==> src/rtl/stfwd_pkg.sv <==
package stfwd_pkg;
  localparam int SQ_DEPTH_DEF   = 8;
  localparam int VA_W_DEF       = 32;
  localparam int PA_W_DEF       = 32;
  localparam int LINE_BYTES_DEF = 16;

  // slot j lies in [head, ld) on a ring, given whether both pointers share a wrap bit
  function automatic logic in_window(int j, int head, int ld, logic same_wrap);
    if (same_wrap) return (j >= head) && (j < ld);
    return (j >= head) || (j < ld);
  endfunction
endpackage

==> src/rtl/stfwd_queue.sv <==
module stfwd_queue #(
  parameter int DEPTH = 8,
  parameter int VL_W  = 28,
  parameter int PL_W  = 28,
  parameter int NB    = 16,
  localparam int IDX_W  = $clog2(DEPTH),
  localparam int PTR_W  = IDX_W + 1,
  localparam int DATA_W = 8 * NB
) (
  input  logic                          clk_i,
  input  logic                          rst_ni,
  input  logic                          enq_i,
  input  logic                          deq_i,
  input  logic                          aw_valid_i,
  input  logic [IDX_W-1:0]              aw_idx_i,
  input  logic [VL_W-1:0]               aw_vline_i,
  input  logic [PL_W-1:0]               aw_pline_i,
  input  logic [NB-1:0]                 aw_mask_i,
  input  logic                          dw_valid_i,
  input  logic [IDX_W-1:0]              dw_idx_i,
  input  logic [DATA_W-1:0]             dw_data_i,
  output logic [PTR_W-1:0]              head_ptr_o,
  output logic [PTR_W-1:0]              tail_ptr_o,
  output logic [DEPTH-1:0]              valid_o,
  output logic [DEPTH-1:0]              addr_ok_o,
  output logic [DEPTH-1:0]              data_ok_o,
  output logic [DEPTH-1:0][VL_W-1:0]    vline_o,
  output logic [DEPTH-1:0][PL_W-1:0]    pline_o,
  output logic [DEPTH-1:0][NB-1:0]      mask_o,
  output logic [DEPTH-1:0][DATA_W-1:0]  data_o
);
  logic [PTR_W-1:0] head_q, tail_q;
  logic [DEPTH-1:0] valid_q, aok_q, dok_q;
  logic [DEPTH-1:0][VL_W-1:0]   vl_q;
  logic [DEPTH-1:0][PL_W-1:0]   pl_q;
  logic [DEPTH-1:0][NB-1:0]     mk_q;
  logic [DEPTH-1:0][DATA_W-1:0] dt_q;

  // one stage between address request and slot update
  logic             aw_s_valid;
  logic [IDX_W-1:0] aw_s_idx;
  logic [VL_W-1:0]  aw_s_vl;
  logic [PL_W-1:0]  aw_s_pl;
  logic [NB-1:0]    aw_s_mk;

  logic full, empty;
  assign empty = head_q == tail_q;
  assign full  = (head_q[IDX_W-1:0] == tail_q[IDX_W-1:0]) && (head_q[IDX_W] != tail_q[IDX_W]);

  always_ff @(posedge clk_i or negedge rst_ni) begin
    if (!rst_ni) begin
      head_q     <= '0;
      tail_q     <= '0;
      valid_q    <= '0;
      aok_q      <= '0;
      dok_q      <= '0;
      vl_q       <= '0;
      pl_q       <= '0;
      mk_q       <= '0;
      dt_q       <= '0;
      aw_s_valid <= 1'b0;
      aw_s_idx   <= '0;
      aw_s_vl    <= '0;
      aw_s_pl    <= '0;
      aw_s_mk    <= '0;
    end else begin
      if (deq_i && !empty) begin
        valid_q[head_q[IDX_W-1:0]] <= 1'b0;
        head_q <= head_q + 1'b1;
      end
      if (enq_i && !full) begin
        valid_q[tail_q[IDX_W-1:0]] <= 1'b1;
        aok_q[tail_q[IDX_W-1:0]]   <= 1'b0;
        dok_q[tail_q[IDX_W-1:0]]   <= 1'b0;
        tail_q <= tail_q + 1'b1;
      end
      aw_s_valid <= aw_valid_i;
      aw_s_idx   <= aw_idx_i;
      aw_s_vl    <= aw_vline_i;
      aw_s_pl    <= aw_pline_i;
      aw_s_mk    <= aw_mask_i;
      if (aw_s_valid) begin
        aok_q[aw_s_idx] <= 1'b1;
        vl_q[aw_s_idx]  <= aw_s_vl;
        pl_q[aw_s_idx]  <= aw_s_pl;
        mk_q[aw_s_idx]  <= aw_s_mk;
      end
      if (dw_valid_i) begin
        dok_q[dw_idx_i] <= 1'b1;
        dt_q[dw_idx_i]  <= dw_data_i;
      end
    end
  end

  assign head_ptr_o = head_q;
  assign tail_ptr_o = tail_q;
  assign valid_o    = valid_q;
  assign addr_ok_o  = aok_q;
  assign data_ok_o  = dok_q;
  assign vline_o    = vl_q;
  assign pline_o    = pl_q;
  assign mask_o     = mk_q;
  assign data_o     = dt_q;

  p_enq_step_r2: assert property (@(posedge clk_i) disable iff (!rst_ni)
    (enq_i && !full) |=> (tail_ptr_o == $past(tail_ptr_o) + 1'b1));
  p_full_hold_r2: assert property (@(posedge clk_i) disable iff (!rst_ni)
    (enq_i && full) |=> $stable(tail_ptr_o));
  p_aw_lands_r3: assert property (@(posedge clk_i) disable iff (!rst_ni)
    aw_s_valid |=> addr_ok_o[$past(aw_s_idx)]);
endmodule

==> src/rtl/stfwd_age.sv <==
module stfwd_age import stfwd_pkg::*; #(
  parameter int DEPTH = 8,
  localparam int IDX_W = $clog2(DEPTH),
  localparam int PTR_W = IDX_W + 1
) (
  input  logic             clk_i,
  input  logic             rst_ni,
  input  logic             ld0_valid_i,
  input  logic [PTR_W-1:0] ld0_ptr_i,
  input  logic [PTR_W-1:0] head_ptr_i,
  input  logic [DEPTH-1:0] valid_i,
  output logic [DEPTH-1:0] age_o,
  output logic [PTR_W-1:0] ld_ptr_o
);
  logic [DEPTH-1:0] older;
  logic             same_wrap;

  assign same_wrap = ld0_ptr_i[IDX_W] == head_ptr_i[IDX_W];

  for (genvar j = 0; j < DEPTH; j++) begin : g_slot
    assign older[j] = valid_i[j] &
      in_window(j, int'(head_ptr_i[IDX_W-1:0]), int'(ld0_ptr_i[IDX_W-1:0]), same_wrap);
  end

  always_ff @(posedge clk_i or negedge rst_ni) begin
    if (!rst_ni) begin
      age_o    <= '0;
      ld_ptr_o <= '0;
    end else if (ld0_valid_i) begin
      age_o    <= older;
      ld_ptr_o <= ld0_ptr_i;
    end
  end

  p_age_hold_r6: assert property (@(posedge clk_i) disable iff (!rst_ni)
    !ld0_valid_i |=> ($stable(age_o) && $stable(ld_ptr_o)));
endmodule

==> src/rtl/stfwd_lookup.sv <==
module stfwd_lookup #(
  parameter int DEPTH = 8,
  parameter int VL_W  = 28,
  parameter int PL_W  = 28,
  parameter int NB    = 16,
  localparam int IDX_W  = $clog2(DEPTH),
  localparam int PTR_W  = IDX_W + 1,
  localparam int DATA_W = 8 * NB
) (
  input  logic                          clk_i,
  input  logic                          rst_ni,
  input  logic [DEPTH-1:0]              age_i,
  input  logic [PTR_W-1:0]              ld_ptr_i,
  input  logic [DEPTH-1:0]              valid_i,
  input  logic [DEPTH-1:0]              addr_ok_i,
  input  logic [DEPTH-1:0]              data_ok_i,
  input  logic [DEPTH-1:0][VL_W-1:0]    vline_i,
  input  logic [DEPTH-1:0][PL_W-1:0]    pline_i,
  input  logic [DEPTH-1:0][NB-1:0]      mask_i,
  input  logic [DEPTH-1:0][DATA_W-1:0]  data_i,
  input  logic                          ld1_valid_i,
  input  logic [VL_W-1:0]               ld1_vline_i,
  input  logic [PL_W-1:0]               ld1_pline_i,
  input  logic [NB-1:0]                 ld1_mask_i,
  output logic [NB-1:0]                 fast_fwd_mask_o,
  output logic                          fast_data_inv_o,
  output logic                          ld2_valid_o,
  output logic [NB-1:0]                 fwd_mask_o,
  output logic [DATA_W-1:0]             fwd_data_o,
  output logic                          data_inv_o,
  output logic [PTR_W-1:0]              data_inv_ptr_o,
  output logic                          addr_inv_o,
  output logic [PTR_W-1:0]              addr_inv_ptr_o,
  output logic                          match_inv_o
);
  logic [IDX_W-1:0]  ld_idx;
  logic              ld_wrap;
  logic [DEPTH-1:0]  older, vhit, phit, unknown, blocked;
  logic [NB-1:0]     fmask;
  logic [DATA_W-1:0] fdata;
  logic              d_found, a_found;
  logic [IDX_W-1:0]  d_idx, a_idx;
  logic [PTR_W-1:0]  d_ptr, a_ptr;

  assign ld_idx  = ld_ptr_i[IDX_W-1:0];
  assign ld_wrap = ld_ptr_i[IDX_W];

  for (genvar j = 0; j < DEPTH; j++) begin : g_match
    assign older[j]   = age_i[j] & valid_i[j];
    assign unknown[j] = older[j] & ~addr_ok_i[j];
    assign vhit[j]    = older[j] & addr_ok_i[j] & (vline_i[j] == ld1_vline_i) & (|(mask_i[j] & ld1_mask_i));
    assign phit[j]    = older[j] & addr_ok_i[j] & (pline_i[j] == ld1_pline_i) & (|(mask_i[j] & ld1_mask_i));
  end

  // per byte: nearest older candidate, scanning down from the load
  always_comb begin
    logic             found;
    logic [IDX_W-1:0] sel, j;
    fmask   = '0;
    fdata   = '0;
    blocked = '0;
    for (int b = 0; b < NB; b++) begin
      found = 1'b0;
      sel   = '0;
      for (int k = 0; k < DEPTH; k++) begin
        j = ld_idx - IDX_W'(k + 1);
        if (!found && vhit[j] && mask_i[j][b] && ld1_mask_i[b]) begin
          found = 1'b1;
          sel   = j;
        end
      end
      if (found && data_ok_i[sel]) begin
        fmask[b]        = 1'b1;
        fdata[8*b +: 8] = data_i[sel][8*b +: 8];
      end else if (found) begin
        blocked[sel] = 1'b1;
      end
    end
  end

  always_comb begin
    logic [IDX_W-1:0] j;
    d_found = 1'b0;
    a_found = 1'b0;
    d_idx   = '0;
    a_idx   = '0;
    for (int k = 0; k < DEPTH; k++) begin
      j = ld_idx - IDX_W'(k + 1);
      if (!d_found && blocked[j]) begin
        d_found = 1'b1;
        d_idx   = j;
      end
      if (!a_found && unknown[j]) begin
        a_found = 1'b1;
        a_idx   = j;
      end
    end
  end

  // a slot below the load index shares its wrap bit, otherwise it is one lap behind
  assign d_ptr = d_found ? {(d_idx < ld_idx) ? ld_wrap : ~ld_wrap, d_idx} : '0;
  assign a_ptr = a_found ? {(a_idx < ld_idx) ? ld_wrap : ~ld_wrap, a_idx} : '0;

  assign fast_fwd_mask_o = fmask;
  assign fast_data_inv_o = d_found;

  always_ff @(posedge clk_i or negedge rst_ni) begin
    if (!rst_ni) begin
      ld2_valid_o    <= 1'b0;
      fwd_mask_o     <= '0;
      fwd_data_o     <= '0;
      data_inv_o     <= 1'b0;
      data_inv_ptr_o <= '0;
      addr_inv_o     <= 1'b0;
      addr_inv_ptr_o <= '0;
      match_inv_o    <= 1'b0;
    end else begin
      ld2_valid_o <= ld1_valid_i;
      if (ld1_valid_i) begin
        fwd_mask_o     <= fmask;
        fwd_data_o     <= fdata;
        data_inv_o     <= d_found;
        data_inv_ptr_o <= d_ptr;
        addr_inv_o     <= a_found;
        addr_inv_ptr_o <= a_ptr;
        match_inv_o    <= vhit != phit;
      end else begin
        fwd_mask_o     <= '0;
        fwd_data_o     <= '0;
        data_inv_o     <= 1'b0;
        data_inv_ptr_o <= '0;
        addr_inv_o     <= 1'b0;
        addr_inv_ptr_o <= '0;
        match_inv_o    <= 1'b0;
      end
    end
  end

  p_s2_follows_r4: assert property (@(posedge clk_i) disable iff (!rst_ni)
    ld1_valid_i |=> ld2_valid_o);
  p_s2_idle_r4: assert property (@(posedge clk_i) disable iff (!rst_ni)
    !ld1_valid_i |=> (!ld2_valid_o && fwd_mask_o == '0));
  p_fast_in_load_r4: assert property (@(posedge clk_i) disable iff (!rst_ni)
    (fast_fwd_mask_o & ~ld1_mask_i) == '0);
  p_mask_agrees_r10: assert property (@(posedge clk_i) disable iff (!rst_ni)
    ld1_valid_i |=> fwd_mask_o == $past(fast_fwd_mask_o));
  p_dptr_zero_r7: assert property (@(posedge clk_i) disable iff (!rst_ni)
    !data_inv_o |-> data_inv_ptr_o == '0);
  p_aptr_zero_r8: assert property (@(posedge clk_i) disable iff (!rst_ni)
    !addr_inv_o |-> addr_inv_ptr_o == '0);
endmodule

==> src/rtl/stfwd_unit.sv <==
module stfwd_unit import stfwd_pkg::*; #(
  parameter int DEPTH      = SQ_DEPTH_DEF,
  parameter int VA_W       = VA_W_DEF,
  parameter int PA_W       = PA_W_DEF,
  parameter int LINE_BYTES = LINE_BYTES_DEF,
  localparam int IDX_W  = $clog2(DEPTH),
  localparam int PTR_W  = IDX_W + 1,
  localparam int OFF_W  = $clog2(LINE_BYTES),
  localparam int DATA_W = 8 * LINE_BYTES,
  localparam int VL_W   = VA_W - OFF_W,
  localparam int PL_W   = PA_W - OFF_W
) (
  input  logic                  clk_i,
  input  logic                  rst_ni,
  input  logic                  enq_i,
  output logic [PTR_W-1:0]      enq_ptr_o,
  input  logic                  deq_i,
  input  logic                  aw_valid_i,
  input  logic [IDX_W-1:0]      aw_idx_i,
  input  logic [VA_W-1:0]       aw_vaddr_i,
  input  logic [PA_W-1:0]       aw_paddr_i,
  input  logic [LINE_BYTES-1:0] aw_mask_i,
  input  logic                  dw_valid_i,
  input  logic [IDX_W-1:0]      dw_idx_i,
  input  logic [DATA_W-1:0]     dw_data_i,
  input  logic                  ld0_valid_i,
  input  logic [PTR_W-1:0]      ld0_sq_ptr_i,
  input  logic                  ld1_valid_i,
  input  logic [VA_W-1:0]       ld1_vaddr_i,
  input  logic [PA_W-1:0]       ld1_paddr_i,
  input  logic [LINE_BYTES-1:0] ld1_mask_i,
  output logic [LINE_BYTES-1:0] fast_fwd_mask_o,
  output logic                  fast_data_inv_o,
  output logic                  ld2_valid_o,
  output logic [LINE_BYTES-1:0] fwd_mask_o,
  output logic [DATA_W-1:0]     fwd_data_o,
  output logic                  data_inv_o,
  output logic [PTR_W-1:0]      data_inv_ptr_o,
  output logic                  addr_inv_o,
  output logic [PTR_W-1:0]      addr_inv_ptr_o,
  output logic                  match_inv_o
);
  logic [PTR_W-1:0]                 head_ptr, ld_ptr;
  logic [DEPTH-1:0]                 valid, addr_ok, data_ok, age;
  logic [DEPTH-1:0][VL_W-1:0]       vline;
  logic [DEPTH-1:0][PL_W-1:0]       pline;
  logic [DEPTH-1:0][LINE_BYTES-1:0] smask;
  logic [DEPTH-1:0][DATA_W-1:0]     sdata;

  // byte offsets are carried by the masks, not compared
  logic unused_offsets;
  assign unused_offsets = ^{aw_vaddr_i[OFF_W-1:0], aw_paddr_i[OFF_W-1:0],
                            ld1_vaddr_i[OFF_W-1:0], ld1_paddr_i[OFF_W-1:0]};

  stfwd_queue #(.DEPTH(DEPTH), .VL_W(VL_W), .PL_W(PL_W), .NB(LINE_BYTES)) u_queue (
    .clk_i      (clk_i),
    .rst_ni     (rst_ni),
    .enq_i      (enq_i),
    .deq_i      (deq_i),
    .aw_valid_i (aw_valid_i),
    .aw_idx_i   (aw_idx_i),
    .aw_vline_i (aw_vaddr_i[VA_W-1:OFF_W]),
    .aw_pline_i (aw_paddr_i[PA_W-1:OFF_W]),
    .aw_mask_i  (aw_mask_i),
    .dw_valid_i (dw_valid_i),
    .dw_idx_i   (dw_idx_i),
    .dw_data_i  (dw_data_i),
    .head_ptr_o (head_ptr),
    .tail_ptr_o (enq_ptr_o),
    .valid_o    (valid),
    .addr_ok_o  (addr_ok),
    .data_ok_o  (data_ok),
    .vline_o    (vline),
    .pline_o    (pline),
    .mask_o     (smask),
    .data_o     (sdata)
  );

  stfwd_age #(.DEPTH(DEPTH)) u_age (
    .clk_i       (clk_i),
    .rst_ni      (rst_ni),
    .ld0_valid_i (ld0_valid_i),
    .ld0_ptr_i   (ld0_sq_ptr_i),
    .head_ptr_i  (head_ptr),
    .valid_i     (valid),
    .age_o       (age),
    .ld_ptr_o    (ld_ptr)
  );

  stfwd_lookup #(.DEPTH(DEPTH), .VL_W(VL_W), .PL_W(PL_W), .NB(LINE_BYTES)) u_lookup (
    .clk_i           (clk_i),
    .rst_ni          (rst_ni),
    .age_i           (age),
    .ld_ptr_i        (ld_ptr),
    .valid_i         (valid),
    .addr_ok_i       (addr_ok),
    .data_ok_i       (data_ok),
    .vline_i         (vline),
    .pline_i         (pline),
    .mask_i          (smask),
    .data_i          (sdata),
    .ld1_valid_i     (ld1_valid_i),
    .ld1_vline_i     (ld1_vaddr_i[VA_W-1:OFF_W]),
    .ld1_pline_i     (ld1_paddr_i[PA_W-1:OFF_W]),
    .ld1_mask_i      (ld1_mask_i),
    .fast_fwd_mask_o (fast_fwd_mask_o),
    .fast_data_inv_o (fast_data_inv_o),
    .ld2_valid_o     (ld2_valid_o),
    .fwd_mask_o      (fwd_mask_o),
    .fwd_data_o      (fwd_data_o),
    .data_inv_o      (data_inv_o),
    .data_inv_ptr_o  (data_inv_ptr_o),
    .addr_inv_o      (addr_inv_o),
    .addr_inv_ptr_o  (addr_inv_ptr_o),
    .match_inv_o     (match_inv_o)
  );
endmodule

==> config.mk <==
export PLATFORM = sky130hd
export DESIGN_NAME = stfwd_unit
export DESIGN_NICKNAME = d
export VERILOG_FILES = /design/src/rtl/stfwd_pkg.sv /design/src/rtl/stfwd_queue.sv /design/src/rtl/stfwd_age.sv /design/src/rtl/stfwd_lookup.sv /design/src/rtl/stfwd_unit.sv
export SDC_FILE = /design/constraint.sdc
export NUM_CORES = 2
export LEC_CHECK = 0
export ABC_AREA = 1
export ABC_CLOCK_PERIOD_IN_PS = 10550
export BUFFER_PORTS_ARGS = -buffer_cell sky130_fd_sc_hd__buf_2
export CORE_MARGIN = 1
export CORE_UTILIZATION = 45
export CTS_CLUSTER_DIAMETER = 200
export DETAILED_ROUTE_END_ITERATION = 8
export GPL_TIMING_DRIVEN = 0
export SYNTH_ARGS = -nofsm -noshare
export SYNTH_HDL_FRONTEND = slang
export SYNTH_HIERARCHICAL = 1
export SYNTH_SLANG_ARGS = --single-unit
==> constraint.sdc <==
create_clock -name clk_i -period 10.55 [get_ports clk_i]
set_input_delay 2.11 -clock clk_i [delete_from_list [all_inputs] [get_ports clk_i]]
set_output_delay 2.11 -clock clk_i [all_outputs]
set_load 0.01 [all_outputs]
==> results summary <==
Averaged over all synthesized cells, the footprint is 7.61 sq um. Power comes to 26.7 mW. In the global route stage, met2 resource usage came out at 61.6%. The final standard cell area without fillers is 115000 sq um. The worst setup path is launched from a primary input. The required arrival time at the worst endpoint is 8.44 ns.

The placement row count is 173. The master of the slowest instance on the critical path is sky130_fd_sc_hd__buf_2. For the worst flop-to-flop path, the logic depth is 54. The count of buffers added on input and output ports is 413. The startpoint of the worst register-to-register path is u_age/ld_ptr_o[1]$_DFFE_PN0P_. The cell count after synthesis came out at 13.3k. The floorplan step defined a die boundary enclosing 226000 sq um. Across all register-to-register paths, the minimum setup slack is 2.17 ns. The final count of pins violating max slew is 0. Timing would allow up to 0.0964 GHz.

The time the worst path needs with I/O delays and setup came out at 10.37 ns. Before antenna repair, the detailed router went through 6 iterations. The initial antenna violation count came out at 37. The number of warnings reported in the yosys synthesis log is 6.

The count of endpoints failing hold in the final timing report is 0. The total congestion overflow after global routing came out at 0. The clock-pin transition on the worst setup and hold timing paths is 0.06 ns. The worst path meets setup with 0.175 ns of slack. The class of the most critical hold timing path is reg2reg. The die width is 475 um. The worst setup path is captured at an output port. The worst pin sits at a relative slew slack of 1.39%. The total half-perimeter wirelength after legalization and detailed placement came out at 348000 um. The maximum number of pins on one net before global-route repair came out at 172. The part of the Yosys area used for sequential elements came out at 46.6%.

The number of nets produced by synthesis came out at 13.6k. The average wire per standard cell came out at 26.6 um. The setup violation total in the final timing report is 0. For this run, the post-layout net count is 14.2k. The worst endpoint data arrival time is 8.26 ns.

The area growth from synthesis to layout is 14.5%. The number of top-level pins is 483. After synthesis, the share of flip-flops with an asynchronous set or reset is 100%. In this run the worst path has a maximum fanout of 10. The most common flop cell mapped by yosys is sky130_fd_sc_hd__dfrtp_1. The routed via count came out at 99.5k. The DRC violation count after routing is 0.

The flow ran to the end, and the final reports show no timing, DRC or antenna violations. The count of H-tree levels built during CTS came out at 4. The met1 track demand over resource is 51.9%.

The remaining number of nets flagged by the antenna check after routing came out at 0. The tree is rooted in a sky130_fd_sc_hd__clkbuf_16. The DRC violation total after the first TritonRoute iteration came out at 11.6k. The most numerous cell type found on the critical path is sky130_fd_sc_hd__nand2_1.

Counting every sink on the clock net gives 1876. Setup total negative slack on the finished layout was measured at 0 ns. After synthesis the netlist holds a flip-flop and latch count of 1876. The vias per cell came out at 5.83.

The worst hold path passes through 2 cells. The slew at the pin closest to its max-slew limit came out at 1.48 ns. The pre-CTS setup slack came out at -4.20 ns. The placed instance count is 16.7k. The post-route core utilization came out at 51.9%. The critical path's largest stage delay is 0.46 ns. The instance area at placement came out at 107000 sq um. In this run the most critical hold path is launched from u_queue/data_o[565]$_DFFE_PN0P_. The routability-driven placement congestion ratio came out at 1.05.

After global routing, the most crowded layer is met2. The total wire length after detailed routing came out at 453000 um. The number of clock buffers added by TritonCTS is 199. The number of standard cells in the final layout excluding fillers is 17.1k. The tool flagged a number of max-cap violations equal to 0. By startpoint and endpoint, the worst setup path is classified as in2out.

The peak supply drop is 0.154 mV. The portion of the clock cycle consumed by the worst path in the final layout came out at 98.3%. The number of distinct library cells after synthesis is 73. Power spread over the standard cell area amounts to 231 nW/um^2. The global-route wire length before repair came out at 648000 um. In the final layout, the share of cells above drive strength 1 is 11.5%.

The number of global-route vias before repair is 94.2k. The number of enable-type register cells in the synthesized netlist came out at 0. Across the routed clock network, the largest skew measured is 0.111 ns. The worst hold path terminates at u_queue/data_o[565]$_DFFE_PN0P_. The core outline area is 223000 sq um.

Measured along the y axis, the die boundary spans 475 um. The post-synthesis instance area came out at 101000 sq um. The starting utilization of the core area is 45.3%.

The source-to-sink clock delay at the later pin of the worst-skew pair is 0.91 ns. The worst-case hold slack is 0.482 ns. The met3 layer usage reported by global route came out at 6.95%. The endpoint identified for the worst register-to-register timing path is u_lookup/data_inv_ptr_o[3]$_DFF_PN0_. TritonCTS built the clock tree. The combined global-route utilization of all metal layers came out at 39.5%. The static power due to leakage came out at 57.3 nW. The largest buffer count on any clock path is 3.
## cells in the mapped netlist, drive strengths merged, types with 27 or more instances
cell / n / area, sq um
nand3: 561 / 3120
nor3: 127 / 769
nand4: 196 / 1280
xor2: 84 / 754
a22o: 42 / 368
nor4: 28 / 175
mux2i: 303 / 3030
nor2: 1362 / 5570
clkinv: 29 / 109
nand2: 4077 / 15700
xnor2: 145 / 1280
dfrtp: 1876 / 46900
a22oi: 61 / 458
inv: 1064 / 4000
nand3b: 27 / 272
o211ai: 53 / 398
clkbuf: 384 / 1440
buf: 309 / 1760
a21oi: 95 / 490
o21a: 39 / 293
o21bai: 29 / 218
a2111oi: 44 / 385
o21ai: 2156 / 10800
## timing repair
action	CTS	global route
cloned	0	0
resized for setup	213	150
pin swaps	10	22
setup endpoints to repair	152	1
setup buffers	17	18
hold buffers	0	0
## where the power goes
group / switching, mW / internal, mW / total (mW)
registers: 0.961 / 8.56 / 9.52
logic: 6.83 / 2.94 / 9.76
clock network: 3.12 / 4.27 / 7.39
total: 10.9 / 15.8 / 26.7
## layout make-up
type                       count  area (sq um)
antenna                       17          42.5
buffer                       689          3490
clock buffer                 289          5740
clock inverter                77          1230
fill                       21834        107000
inverter                    1093          4150
multi-input combinational   9588         47500
sequential                  1876         46900
tap                         2975          3720
timing repair buffer         461          2690
## per-layer routing
layer	wire length (um)	up-vias
met4	29200	28
met2	202000	5112
met1	182000	48797
met5	189	-
met3	39900	1147
li1	-	44410
## cells in the final DEF, fill, tap and decap left out, drive strengths merged, types with 8 or more instances in the layout
cell / instances
a21boi: 8
o21ai: 2156
ha: 8
bufinv: 19
nor2: 1362
clkinv: 77
xor2: 84
o2111ai: 18
nor3: 127
o32ai: 11
dfrtp: 1876
o21bai: 29
a21oi: 95
mux2i: 303
diode: 17
a22oi: 61
nand3: 561
nor4: 28
nand3b: 27
a2111oi: 44
xnor2: 145
nand2: 4077
nand4: 196
or2: 24
clkbuf: 667
buf: 770
o211ai: 53
inv: 1064
clkinvlp: 10
a22o: 42
o22ai: 25
o21a: 39
a211oi: 20
a221oi: 17
## cell families after synthesis
| family | after synthesis | share of synthesized area [%] |
|---|---|---|
| xor+xnor | 229 | 2.02 |
| flops | 1876 | 46.6 |
| fa+ha+maj | 8 | 0.0993 |
| buf+inv | 1786 | 7.25 |
| simple gates | 6412 | 26.8 |
| mux | 303 | 3.01 |
| compound gates | 2636 | 14.2 |
## flip-flops by register name, indices dropped and copies added, names as in the netlist, 28 cells and up
register	count
u_queue/aw_s_vl	28
u_queue/aw_s_pl	28
u_lookup/fwd_data_o	128
u_queue/data_o	1024
u_queue/mask_o	128
u_queue/pline_o	224
u_queue/vline_o	224
## worst max-delay path: cells and delay by family
family / cells / cell delay [ns]
AOI/OAI and AO/OA: 3 / 0.78
buffers and inverters: 8 / 1.79
and+or+nand+nor: 25 / 3.54
## worst max-delay path by stage
stage                                              from                               to  slack (ns)
after floorplan           u_age/ld_ptr_o[1]$_DFFE_PN0P_                  fast_data_inv_o        1.90
after global placement                           rst_ni  u_queue/data_o[186]$_DFFE_PN0P_      -34.09
after detailed placement  u_age/ld_ptr_o[1]$_DFFE_PN0P_                  fast_data_inv_o       -4.20
after CTS                 u_age/ld_ptr_o[1]$_DFFE_PN0P_                  fast_data_inv_o       0.007
after global routing      u_age/ld_ptr_o[1]$_DFFE_PN0P_                  fast_data_inv_o       -0.02
final                                   ld1_vaddr_i[22]                  fast_data_inv_o        0.18
(Power assumes the default switching activity.)
